--- config.mk ---
export PLATFORM = sky130hd
export DESIGN_NAME = dma_xfer_regs
export DESIGN_NICKNAME = d
export VERILOG_FILES = /design/src/rtl/dma_regs_pkg.sv /design/src/rtl/dma_size_gate.sv /design/src/rtl/dma_cnt_reg.sv /design/src/rtl/dma_adr_reg.sv /design/src/rtl/dma_xfer_regs.sv
export SDC_FILE = /design/constraint.sdc
export NUM_CORES = 1
export LEC_CHECK = 0
export ABC_AREA = 1
export BUFFER_PORTS_ARGS = -buffer_cell sky130_fd_sc_hd__buf_4
export CORE_UTILIZATION = 48
export CTS_BUF_LIST = sky130_fd_sc_hd__clkbuf_4 sky130_fd_sc_hd__clkbuf_8 sky130_fd_sc_hd__clkbuf_16
export DETAILED_ROUTE_END_ITERATION = 12
export PLACE_DENSITY_LB_ADDON = 0.1
export REMOVE_ABC_BUFFERS = 1
export SYNTH_ARGS = -nofsm -noshare
export SYNTH_HDL_FRONTEND = slang
export SYNTH_SLANG_ARGS = --single-unit
--- constraint.sdc ---
create_clock -name clk -period 2.9 [get_ports clk]
set_input_delay 0.29 -clock clk [delete_from_list [all_inputs] [get_ports clk]]
set_output_delay 0.29 -clock clk [all_outputs]
set_load 0.005 [all_outputs]
--- src/rtl/dma_regs_pkg.sv ---
package dma_regs_pkg;
   typedef enum logic [1:0] {
      SZ_BYTE = 2'b00,
      SZ_WORD = 2'b01,
      SZ_LONG = 2'b10,
      SZ_RSV  = 2'b11
   } xfer_size_e;

   localparam int CTL_BITS = 2;   // direction + enable above the count
endpackage

--- src/rtl/dma_size_gate.sv ---
module dma_size_gate
   import dma_regs_pkg::*;
#(
   parameter int REG_ERR = 1      // 1: registered error flag, 0: combinational
) (
   input  logic       clk,
   input  logic       rst_n,
   input  logic       sel,
   input  logic       wr,
   input  logic       rd,
   input  logic [1:0] size,
   output logic       wr_ok,
   output logic       err
);
   logic size_word;
   logic bad_now;

   assign size_word = (xfer_size_e'(size) == SZ_WORD);
   assign wr_ok     = sel & wr & size_word;
   assign bad_now   = sel & (wr | rd) & ~size_word;

   generate
      if (REG_ERR != 0) begin : g_reg
         logic err_q;
         always_ff @(posedge clk) begin
            if (!rst_n) err_q <= 1'b0;
            else        err_q <= bad_now;
         end
         assign err = err_q;
      end else begin : g_comb
         assign err = bad_now;
      end
   endgenerate
endmodule

--- src/rtl/dma_cnt_reg.sv ---
module dma_cnt_reg
   import dma_regs_pkg::*;
#(
   parameter int CNT_W = 14
) (
   input  logic                      clk,
   input  logic                      rst_n,
   input  logic                      ld,
   input  logic [CNT_W+CTL_BITS-1:0] ld_data,
   input  logic                      adv,
   output logic [CNT_W-1:0]          cnt,
   output logic                      en,
   output logic                      dir,
   output logic                      done,
   output logic                      dummy,
   output logic [CNT_W+CTL_BITS-1:0] rdata
);
   localparam logic [CNT_W-1:0] CNT_MAX = {CNT_W{1'b1}};
   localparam logic [CNT_W-1:0] CNT_ONE = CNT_W'(1);

   logic adv_ok;
   assign adv_ok = adv & en;

   always_ff @(posedge clk) begin
      if (!rst_n) begin
         cnt   <= '0;
         en    <= 1'b0;
         dir   <= 1'b0;
         done  <= 1'b0;
         dummy <= 1'b0;
      end else if (ld) begin
         cnt   <= ld_data[CNT_W-1:0] + CNT_ONE;
         dir   <= ld_data[CNT_W];
         en    <= ld_data[CNT_W+1];
         done  <= 1'b0;
         dummy <= ~ld_data[CNT_W];
      end else begin
         dummy <= 1'b0;
         if (adv_ok) begin
            cnt <= cnt + CNT_ONE;
            if (cnt == CNT_MAX) begin
               en   <= 1'b0;
               done <= 1'b1;
            end
         end
      end
   end

   // readback: control positions always read as ones
   assign rdata = {{CTL_BITS{1'b1}}, cnt};
endmodule

--- src/rtl/dma_adr_reg.sv ---
module dma_adr_reg #(
   parameter int ADR_W   = 22,
   parameter int LO_TOP  = 9,
   parameter int SEL_BIT = 14
) (
   input  logic              clk,
   input  logic              rst_n,
   input  logic              ld,
   input  logic [SEL_BIT:1]  a,
   input  logic              adv,
   output logic [ADR_W-1:0]  addr
);
   localparam int HI_W = ADR_W - LO_TOP;
   localparam int LO_W = LO_TOP - 1;

   logic [HI_W-1:0] hi_q;
   logic [LO_W-1:0] lo_q;
   logic [ADR_W-2:0] word_nx;

   assign word_nx = {hi_q, lo_q} + (ADR_W-1)'(1);

   always_ff @(posedge clk) begin
      if (!rst_n) begin
         hi_q <= '0;
         lo_q <= '0;
      end else if (ld) begin
         if (a[SEL_BIT]) hi_q <= a[HI_W:1];
         else            lo_q <= a[LO_W:1];
      end else if (adv) begin
         hi_q <= word_nx[ADR_W-2:LO_W];
         lo_q <= word_nx[LO_W-1:0];
      end
   end

   assign addr = {hi_q, lo_q, 1'b0};
endmodule

--- src/rtl/dma_xfer_regs.sv ---
module dma_xfer_regs
   import dma_regs_pkg::*;
#(
   parameter int CNT_W   = 14,
   parameter int ADR_W   = 22,
   parameter int LO_TOP  = 9,
   parameter int SEL_BIT = 14,
   parameter int REG_ERR = 1
) (
   input  logic                      clk,
   input  logic                      rst_n,
   input  logic                      cpu_sel_cnt,
   input  logic                      cpu_sel_adr,
   input  logic                      cpu_wr,
   input  logic                      cpu_rd,
   input  logic [1:0]                cpu_size,
   input  logic [SEL_BIT:1]          cpu_addr,
   input  logic [CNT_W+CTL_BITS-1:0] cpu_wdata,
   output logic [CNT_W+CTL_BITS-1:0] cnt_rdata,
   output logic                      size_err,
   input  logic                      eng_adv,
   output logic                      dma_en,
   output logic                      dma_dir,
   output logic [ADR_W-1:0]          dma_addr,
   output logic [CNT_W-1:0]          dma_cnt,
   output logic                      dma_done,
   output logic                      dummy_stb
);
   localparam int HI_W = ADR_W - LO_TOP;

   generate
      if (HI_W > SEL_BIT - 1) begin : g_bad_hi
         $error("upper address half wider than available address lines");
      end
      if (LO_TOP < 2 || LO_TOP > SEL_BIT) begin : g_bad_lo
         $error("lower address half does not fit below the select line");
      end
      if (CNT_W < 2) begin : g_bad_cnt
         $error("count width too small");
      end
   endgenerate

   logic cnt_ld;
   logic adr_ld;

   dma_size_gate #(.REG_ERR(REG_ERR)) u_gate (
      .clk   (clk),
      .rst_n (rst_n),
      .sel   (cpu_sel_cnt),
      .wr    (cpu_wr),
      .rd    (cpu_rd),
      .size  (cpu_size),
      .wr_ok (cnt_ld),
      .err   (size_err)
   );

   dma_cnt_reg #(.CNT_W(CNT_W)) u_cnt (
      .clk     (clk),
      .rst_n   (rst_n),
      .ld      (cnt_ld),
      .ld_data (cpu_wdata),
      .adv     (eng_adv),
      .cnt     (dma_cnt),
      .en      (dma_en),
      .dir     (dma_dir),
      .done    (dma_done),
      .dummy   (dummy_stb),
      .rdata   (cnt_rdata)
   );

   assign adr_ld = cpu_sel_adr & cpu_wr;

   dma_adr_reg #(.ADR_W(ADR_W), .LO_TOP(LO_TOP), .SEL_BIT(SEL_BIT)) u_adr (
      .clk   (clk),
      .rst_n (rst_n),
      .ld    (adr_ld),
      .a     (cpu_addr),
      .adv   (eng_adv & dma_en),
      .addr  (dma_addr)
   );
endmodule

## After elaboration in Yosys (flattened, before gate mapping)

Cells that the tools add are included.

| word-level totals | value |
|---|---|
| register bits after elaboration | 40 |
| word-level logic and storage cells | 45 |
| output and inout bits | 57 |
| input port bits | 39 |

| operators by class | value |
|---|---|
| equal/unequal tests | 4 |
| add/subtract/negate cells | 3 |
| bitwise operators | 10 |
| reduce and logical (&&, ||, !) cells | 9 |
| mux-type cells | 11 |

Operators by type and width:

| operator | count |
|---|---|
| $mux 13 | 3 |
| $add 14x1->14 const B | 2 |
| $mux 14 | 2 |
| $mux 8 | 3 |
| $add 21x1->21 const B | 1 |
| $eq 14x14->1 const B | 1 |
| $reduce_and 2->1 | 5 |
| $and 1x1->1 | 6 |
| $reduce_bool 2->1 | 3 |
| $ne 2x2->1 const B | 2 |
| $mux 1 | 3 |
| $not 1->1 | 3 |
| $eq 2x1->1 const B | 1 |
| $reduce_or 2->1 | 1 |
| $or 1x1->1 | 1 |

## Longest topological paths before layout

Gate-level depths: netlist of run 1.

| logic depth | value |
|---|---|
| depth in word-level cells | 4 |
| mapped depth | 14 |
| gate-level depth less buffers | 13 |

## Hierarchy

From an unflattened synthesis of run 1, not the netlist that was laid out.

| second synthesis, totals | value |
|---|---|
| cells, all modules | 442 |
| area total of the unflattened synthesis | 2867.8 um^2 |

Modules (own cells, without submodules):

| module | cells an instance | seq. area each (um^2) | area each (um^2) | instances |
|---|---|---|---|---|
| dma_adr_reg | 227 | 420.4 | 1441.4 | 1 |
| dma_cnt_reg | 201 | 360.3 | 1352.5 | 1 |
| dma_size_gate | 10 | 20.0 | 58.8 | 1 |
| dma_xfer_regs | 4 | 0.0 | 15.0 | 1 |

## Worst setup path before layout of run 1

No wires, ideal clock.

| timing path | value |
|---|---|
| kind | input to register |
| start point | input cpu_sel_cnt |
| end point | register u_cnt.cnt[12] |
| path slack | 1326 ps |
| data required time | 2791 ps |
| arrival time | 1465 ps |
| stages | 14 |
| library setup time | 109 ps |
| buffers on the path | 1 |
| cell sequence | nand2_2 > inv_2 > nand2_2 > buf_6 > nand2_1 > nand2_1 > ha_1 > nand2_2 > nor2_4 > nand3_1 > nand2_1 > nand3_1 > nand2_1 > inv_1 |

| on the way | value |
|---|---|
| cells in the longest elaborated chain, start to end | 3 |
| elaborated cells on any way between the ends | 4 |
| classes of those cells | mux (1); bitwise (2); reduce/logical (1) |

RTL lines:

| element | line | RTL |
|---|---|---|
| start, declared | dma_xfer_regs.sv:12 | `input logic cpu_sel_cnt,` |
| $and 1x1->1 * (2 in a row) | dma_size_gate.sv:19 | `assign wr_ok = sel & wr & size_word;` |
| $mux 14 / $reduce_bool 2->1 (equally long branches) | n/a |  |
| end signal, assigned | dma_cnt_reg.sv:32 | `cnt <= ld_data[CNT_W-1:0] + CNT_ONE;` |
| end signal, assigned | dma_cnt_reg.sv:40 | `cnt <= cnt + CNT_ONE;` |
| end, declared | dma_cnt_reg.sv:11 | `output logic [CNT_W-1:0] cnt,` |

Mark *: on every way between the ends. The rest lies on a longest branch, timed or not.
A chain may end at the register's enable or synchronous reset.

## Worst setup path in the final report of run 1

| timing path | value |
|---|---|
| start point | input cpu_wr |
| end point | register u_adr.hi_q[7] |

| on the way | value |
|---|---|
| cells in the longest elaborated chain, start to end | 3 |
| elaborated cells on any way between the ends | 5 |
| classes of those cells | eq/ne (1); mux (1); bitwise (1); reduce/logical (2) |

RTL lines:

| element | line | RTL |
|---|---|---|
| start, declared | dma_xfer_regs.sv:14 | `input logic cpu_wr,` |
| $and 1x1->1 * | dma_xfer_regs.sv:71 | `assign adr_ld = cpu_sel_adr & cpu_wr;` |
| $ne 2x2->1 (no source line) / $reduce_bool 2->1 (equally long branches) | n/a |  |
| $reduce_and 2->1 (no source line) | n/a |  |
| end signal, assigned | dma_adr_reg.sv:27 | `if (a[SEL_BIT]) hi_q <= a[HI_W:1];` |
| end signal, assigned | dma_adr_reg.sv:30 | `hi_q <= word_nx[ADR_W-2:LO_W];` |
| end, declared | dma_adr_reg.sv:16 | `logic [HI_W-1:0] hi_q;` |

Marked as above.

==> results.sh, run 1 <==
export IMPL_die_area_um2=6180
export IMPL_hold_viol_final=0
export IMPL_r2r_slack_ps=980
export IMPL_holdCritPathClass="input port to flip-flop"
export IMPL_relSlewSlack=0.562
export IMPL_reg2reg_depth=7
export IMPL_synthTopCellsByArea="dfxtp_1 (28%), nand2_1 (16%), o21ai_0 (6.9%)"
export IMPL_ir_drop_v=0.000193
export IMPL_place_ws_ps=636
export IMPL_setup_worst_path_start_class="input port"
export IMPL_ant_nets=0
export IMPL_finalCritPeriodShare=0.679
export IMPL_postCtsHoldBufs=0
export IMPL_dr_pass1_iters=5
export IMPL_synth_top_area_cell="dfxtp_1"
export IMPL_r2r_end="u_adr.hi_q[8]$_SDFFE_PN0P_"
export IMPL_drt_wl_total_mm=7.76
export IMPL_maxCapViolations=0
export IMPL_syn_to_final_growth_pct=25.0
export IMPL_reg2reg_from="u_adr.lo_q[0]$_SDFFE_PN0P_"
export IMPL_grt_use_total=0.260
export IMPL_place_gp_congestion=0.912
export IMPL_power_leakage_nw=1.65
export IMPL_io_buffers=92
export IMPL_grt_pass1_wl_mm=12.9
export IMPL_cts_buffers_inserted=5
export IMPL_grt_max_degree=32
export IMPL_power_density_nw_per_um2=358
export IMPL_setup_tns_ps=0
export IMPL_cp_max_fo=16
export IMPL_synth_cell_type_count=34
export IMPL_layout_nets=565
export IMPL_clk_latency_ps=290
export IMPL_cts_resized_gates=0
export IMPL_antenna_cells=0
export IMPL_postSynthAreaPerCell_um2=6.23
export IMPL_grt_pass1_vias=2878
export IMPL_cp_data_required_time_ps=3110
export IMPL_rsz0062_at_grt="false"
export IMPL_syn_area_um2=2820
export IMPL_worstSetupPathType="input port to flip-flop"
export IMPL_num_vias=3172
export IMPL_hold_end="u_cnt.dummy$_SDFF_PN0_"
export IMPL_min_path_cells=2
export IMPL_drtIter0Drc=196
export IMPL_h_tree_depth=2
export IMPL_start_util=0.505
export IMPL_finalWorstSetupSlack_ps=931
export IMPL_yosysSeqAreaShare=0.284
export IMPL_antenna_found_initial=0
export IMPL_power_mw=1.26
export IMPL_via_per_inst=5.31
export IMPL_worstSetupEndpointType="flip-flop"
export IMPL_synth_top_area_share=0.284
export IMPL_tightest_slew_ps=656
export IMPL_setup_violations_final=0
export IMPL_post_cts_buffers=0
export IMPL_die_y_um=78.6
export IMPL_hold_start="cpu_wdata[14]"
export IMPL_io_pins=96
export IMPL_clock_sinks=40
export IMPL_place_detailed_hpwl_mm=5.84
export IMPL_wl_per_cell_um=13.0
export IMPL_clk_pin_slew_ps=80
export IMPL_rows=27
export IMPL_grt_overflow_total=0
export IMPL_synth_warnings=0
export IMPL_outcome="completed"
export IMPL_cts_buffer_depth=2
export IMPL_drive_gt1_frac=0.242
export IMPL_fin_crit_ps=1970
export IMPL_crit_arrival_ps=2180
export IMPL_cts_root_buf="clkbuf_8"
export IMPL_cts_tree="yes"
export IMPL_timing_fmax_mhz=508
export IMPL_ys_ff_latch=40
export IMPL_core_um2=5570
export IMPL_drc=0
export IMPL_slew_viol_final=0
export IMPL_postSynthCellCount=452
export IMPL_skew_ps=9.37
export IMPL_dieWidth_um=78.6
-- Yosys cell counts (all sizes together) --
cell / number
nand4: 10
a31oi: 13
xor2: 7
nor3: 8
dfxtp: 40
ha: 2
o211ai: 2
a211oi: 1
nand2: 127
conb: 2
nand3: 34
clkinv: 1
inv: 51
clkbuf: 7
nand3b: 4
a211o: 1
nor2: 51
buf: 24
xnor2: 2
o21bai: 3
o21ai: 42
a21oi: 17
o21a: 1
or2: 2
-- critical path, stage by stage --
cell     delay, ps
buf_4          120
nand2_1        380
inv_1          360
nor2_1         180
nor2_1          50
buf_4          170
inv_1          320
o21ai_0        130
a31oi_1        170
-- how the worst max path moves through the flow --
| stage | start | to | slack [ps] | cells after the start |
|---|---|---|---|---|
| finish | cpu_wr | u_adr.hi_q[7]$_SDFFE_PN0P_ | 930 | 9 |
| global route | cpu_wr | u_adr.hi_q[7]$_SDFFE_PN0P_ | 620 | 9 |
| CTS | cpu_wr | u_adr.hi_q[8]$_SDFFE_PN0P_ | 940 | 9 |
| detailed placement | cpu_wr | u_adr.hi_q[8]$_SDFFE_PN0P_ | 640 | 9 |
| global placement | cpu_wr | u_adr.hi_q[8]$_SDFFE_PN0P_ | 730 | 9 |
| floorplan | cpu_sel_adr | u_adr.hi_q[0]$_SDFFE_PN0P_ | 850 | 7 |
-- layout by cell type (no fill, tap or decap), drive strengths merged --
cell type	synthesis	final
a211o	1	1
a211oi	1	1
a21oi	17	17
a31oi	13	13
buf	24	95
clkbuf	7	8
clkinv	1	1
conb	2	3
dfxtp	40	40
ha	2	2
inv	51	51
nand2	127	127
nand3	34	34
nand3b	4	4
nand4	10	10
nor2	51	51
nor3	8	8
o211ai	2	2
o21a	1	1
o21ai	42	42
o21bai	3	3
or2	2	2
xnor2	2	2
xor2	7	7
-- stage by stage --
step            util  instance area [µm²]  std cells  hold WS [ps]
2_1_floorplan      -                 2620        422           369
3_3_place_gp   0.614                 3420        589           452
3_5_place_dp   0.614                 3420        589           452
4_1_cts        0.632                 3520        597           157
5_1_grt        0.632                 3520        597           155
6_report       0.632                 3520        597           163
-- sequential cells by signal, indices dropped and copies added, names as in the netlist --
signal       flops
u_cnt.cnt       14
u_adr.hi_q      13
u_adr.lo_q       8
u_cnt.dir        1
u_cnt.done       1
u_cnt.dummy      1
u_cnt.en         1
u_gate.err       1
-- power breakdown --
part / internal, mW / switching [mW] / total, mW
clock network: 0.213 / 0.203 / 0.417
registers: 0.575 / 0.0361 / 0.611
logic: 0.117 / 0.117 / 0.235
-- logic make-up (layout without fill, tap and decap cells) --
group	Yosys count	after routing	share of synthesized area
XOR/XNOR	9	9	0.0280
AND/OR/NAND/NOR	236	236	0.375
adder cells (fa/ha/maj)	2	2	0.00888
buffers and inverters	83	155	0.141
flip-flops	40	40	0.284
AO/OA/AOI/OAI	80	80	0.161
other	2	3	0.00267
-- area by class of cell --
| class | count | area, µm² |
|---|---|---|
| sequential | 40 | 801 |
| multi-input combinational | 330 | 1620 |
| clock buffer | 8 | 97.6 |
| fill | 545 | 2050 |
| tap | 72 | 90.1 |
| timing repair buffer | 95 | 713 |
| inverter | 52 | 195 |
-- metal layers --
layer / global-route usage / vias up / wire (µm)
li1: - / 1591 / -
met4: 0.0852 / 0 / 149
met3: 0.0407 / 16 / 392
met1: 0.294 / 1443 / 3250
met5: 0 / - / 0
met2: 0.490 / 122 / 3960
Note: power is estimated with default switching activity, not from simulation.
==> run 2, diff against run 1 <==
Settings changed: ABC_AREA 1 to 0, CORE_UTILIZATION 48 to 45.
Clock period 2.9 ns to 1.8 ns, I/O delays scaled along.
==> run 2 against run 1 <==
- combinational power up 38%
- largest cell class unchanged
- total power up 60%
- highest routed layer unchanged
- synthesized cell count down 26%
- global-route usage down 1.1 points
- critical endpoint is now u_adr.hi_q[2]$_SDFFE_PN0P_
- area after synthesis down 6.8%
- clock skew down 3.4 ps
- design area up 4.2%
==> results.sh, run 2 <==
export IMPL_met2WireLength_mm=3.50
export IMPL_synth_top_area_share=0.305
export IMPL_die_y_um=78.4
export IMPL_fin_cells=512
export IMPL_syn_area_um2=2630
export IMPL_postSynthAreaPerCell_um2=7.82
export IMPL_design_area_um2=3670
export IMPL_holdCritPathClass="input port to flip-flop"
export IMPL_crit_arrival_ps=1950
export IMPL_tightest_slew_ps=570
export IMPL_worstSetupEndpointType="flip-flop"
export IMPL_grt_pass1_wl_mm=12.2
export IMPL_wl_per_cell_um=15.3
export IMPL_synthTopCellsByArea="dfxtp_1 (30%), xnor2_1 (6.0%), nand2_1 (5.3%)"
export IMPL_setup_tns_ps=0
export IMPL_largestRegisters="u_cnt.cnt (14), u_adr.hi_q (13), u_adr.lo_q (8)"
export IMPL_synth_top_cells_by_count="dfxtp_1 (40), nand2_1 (37), a21oi_1 (26)"
export IMPL_drtIter0Drc=131
export IMPL_io_buffers=92
export IMPL_largest_reg_flops=14
export IMPL_dieWidth_um=78.4
export IMPL_cts_buffer_depth=2
export IMPL_power_density_nw_per_um2=552
export IMPL_mostFrequentLayoutCell="buf_4"
export IMPL_cp_slowest_cell="dfxtp_4"
export IMPL_dr_wl_met3_um=564
export IMPL_h_tree_depth=2
export IMPL_reg2reg_depth=7
export IMPL_synth_warnings=0
export IMPL_dpl_cell_area_um2=3480
export IMPL_synth_edf_count=0
export IMPL_io_pins=96
export IMPL_highest_layer="met4"
export IMPL_yosysSeqAreaShare=0.305
export IMPL_fin_crit_ps=1750
export IMPL_dp_cells=502
export IMPL_setup_worst_path_start_class="flip-flop"
export IMPL_maxCapViolations=0
export IMPL_async_flop_share=0
export IMPL_postSynthCellCount=336
export IMPL_drt_wl_total_mm=7.82
export IMPL_postCtsHoldBufs=0
export IMPL_synth_cell_type_count=54
export IMPL_final_seq_area_um2=821
export IMPL_regMostFlops="u_cnt.cnt"
export IMPL_layout_common_cells="buf_4 (130), nand2_1 (37), dfxtp_1 (30)"
export IMPL_wl_met1_mm=3.68
export IMPL_relSlewSlack=0.619
export IMPL_cp_data_required_time_ps=2000
export IMPL_syn_to_final_growth_pct=39.6
export IMPL_ant_nets=0
export IMPL_worstSetupPathType="flip-flop to flip-flop"
export IMPL_cts_tree="yes"
export IMPL_finalCritPeriodShare=0.974
export IMPL_outcome="completed"
export IMPL_drc=0
export IMPL_start_util=0.471
export IMPL_power_leakage_nw=1.55
export IMPL_grt_pass1_vias=2547
export IMPL_via_per_inst=5.65
export IMPL_cp_max_fo=4
export IMPL_final_core_util=0.658
export IMPL_grt_max_degree=29
export IMPL_layout_nets=480
export IMPL_clock_sinks=40
export IMPL_dr_pass1_iters=4
export IMPL_cts_buffers_inserted=5
export IMPL_drive_gt1_frac=0.382
export IMPL_cts_root_buf="clkbuf_8"
export IMPL_min_path_cells=2
export IMPL_yosysMostFrequentCell="dfxtp_1"
export IMPL_ys_ff_latch=40
export IMPL_synth_top_area_cell="dfxtp_1"
export IMPL_worstPathCellList="ha_2 > buf_4 > and3_2 > nand2_1 > nor3_1 > xnor2_1 > a221oi_1"
export IMPL_place_detailed_hpwl_mm=5.80
export IMPL_antenna_cells=0
export IMPL_hold_viol_final=0
export IMPL_power_mw=2.02
export IMPL_setup_violations_final=0
export IMPL_grt_overflow_total=0
export IMPL_rows=27
export IMPL_fillers=505
export IMPL_clk_pin_slew_ps=90
export IMPL_rsz0062_at_grt="true"
export IMPL_cp_slowest_stage_delay_ps=370
export IMPL_ir_drop_v=0.000442
export IMPL_antenna_found_initial=0
export IMPL_skew_ps=5.93
export IMPL_slew_viol_final=0
export IMPL_grt_use_total=0.249
export IMPL_multi_input_area_um2=1650
export IMPL_clk_latency_ps=300
export IMPL_die_area_um2=6150
export IMPL_core_um2=5570
export IMPL_place_gp_congestion=0.905
export IMPL_num_vias=2894
export IMPL_timing_fmax_mhz=571
export IMPL_ys_flop_type="dfxtp_1"
==> run 2: cell types whose count changed after synthesis, moves of 7 or more <==
cell / before / now
and3_1: 0 / 9
xnor2_1: 2 / 18
a21oi_1: 17 / 26
and2_1: 0 / 7
a31oi_1: 13 / 5
nand3_1: 33 / 20
clkbuf_1: 7 / 14
inv_1: 49 / 3
nor2_1: 43 / 22
and4_1: 0 / 7
o21ai_0: 39 / 15
nand2_2: 9 / 0
a211oi_1: 1 / 8
nand2_1: 118 / 37
==> run 2: critical path, delay by kind of cell, from the launching register on <==
family                     cells  cell delay [ps]
adders and majority gates      1              200
AOI/OAI and AO/OA              1              270
buffers and inverters          1              130
and+or+nand+nor                3              570
xor gates and xnor gates       1              120
DFF                            1              370
==> run 2: area by class of cell <==
cell class | count | share of cell area
Sequential cell | 40 | 0.224
Inverter | 4 | 0.00409
Clock inverter | 3 | 0.0130
Timing Repair Buffer | 130 | 0.266
Clock buffer | 5 | 0.0188
Multi-Input combinational cell | 258 | 0.450
Tap cell | 72 | 0.0246
==> run 2: per-stage QoR <==
step                      setup slack, ps  hold WS (ps)
after floorplan                      -412           252
after global placement               43.1           351
after detailed placement            -23.9           356
after CTS                            18.1          35.1
after global routing                 -109          34.2
final                                47.3          37.1
==> run 2: what timing repair did <==
item,CTS,global route
setup endpoints to repair,2,8
gates resized for setup,0,19
pin swaps,1,4
buffers inserted,0,2
==> run 2: layer usage <==
metal | up-vias | track usage
li1 | 1437 | -
met1 | 1346 | 0.363
met2 | 101 | 0.378
met3 | 10 | 0.0372
met4 | 0 | 0.0704
met5 | - | 0
==> run 2: kinds of logic after synthesis <==
group                      share of synthesized area
AOI/OAI and AO/OA                              0.218
adders and majority gates                    0.00953
other                                        0.00286
and+or+nand+nor                                0.291
xor gates and xnor gates                      0.0767
buffers and inverters                         0.0815
DFF                                            0.305
muxes                                         0.0157
==> run 2: power by group <==
group / total (mW) / switching, mW / internal (mW)
Clock: 0.766 / 0.348 / 0.418
Combinational: 0.325 / 0.155 / 0.170
Sequential: 0.933 / 0.0277 / 0.905
==> run 2: final timing paths <==
kind                              startpoint                          to  slack, ps
setup / recovery  u_adr.lo_q[1]$_SDFFE_PN0P_  u_adr.hi_q[2]$_SDFFE_PN0P_         50
hold / removal                 cpu_wdata[14]      u_cnt.dummy$_SDFF_PN0_         40
setup reg to reg  u_adr.lo_q[1]$_SDFFE_PN0P_  u_adr.hi_q[2]$_SDFFE_PN0P_         50
hold reg to reg       u_cnt.dir$_SDFFE_PN0N_      u_cnt.dir$_SDFFE_PN0N_        470
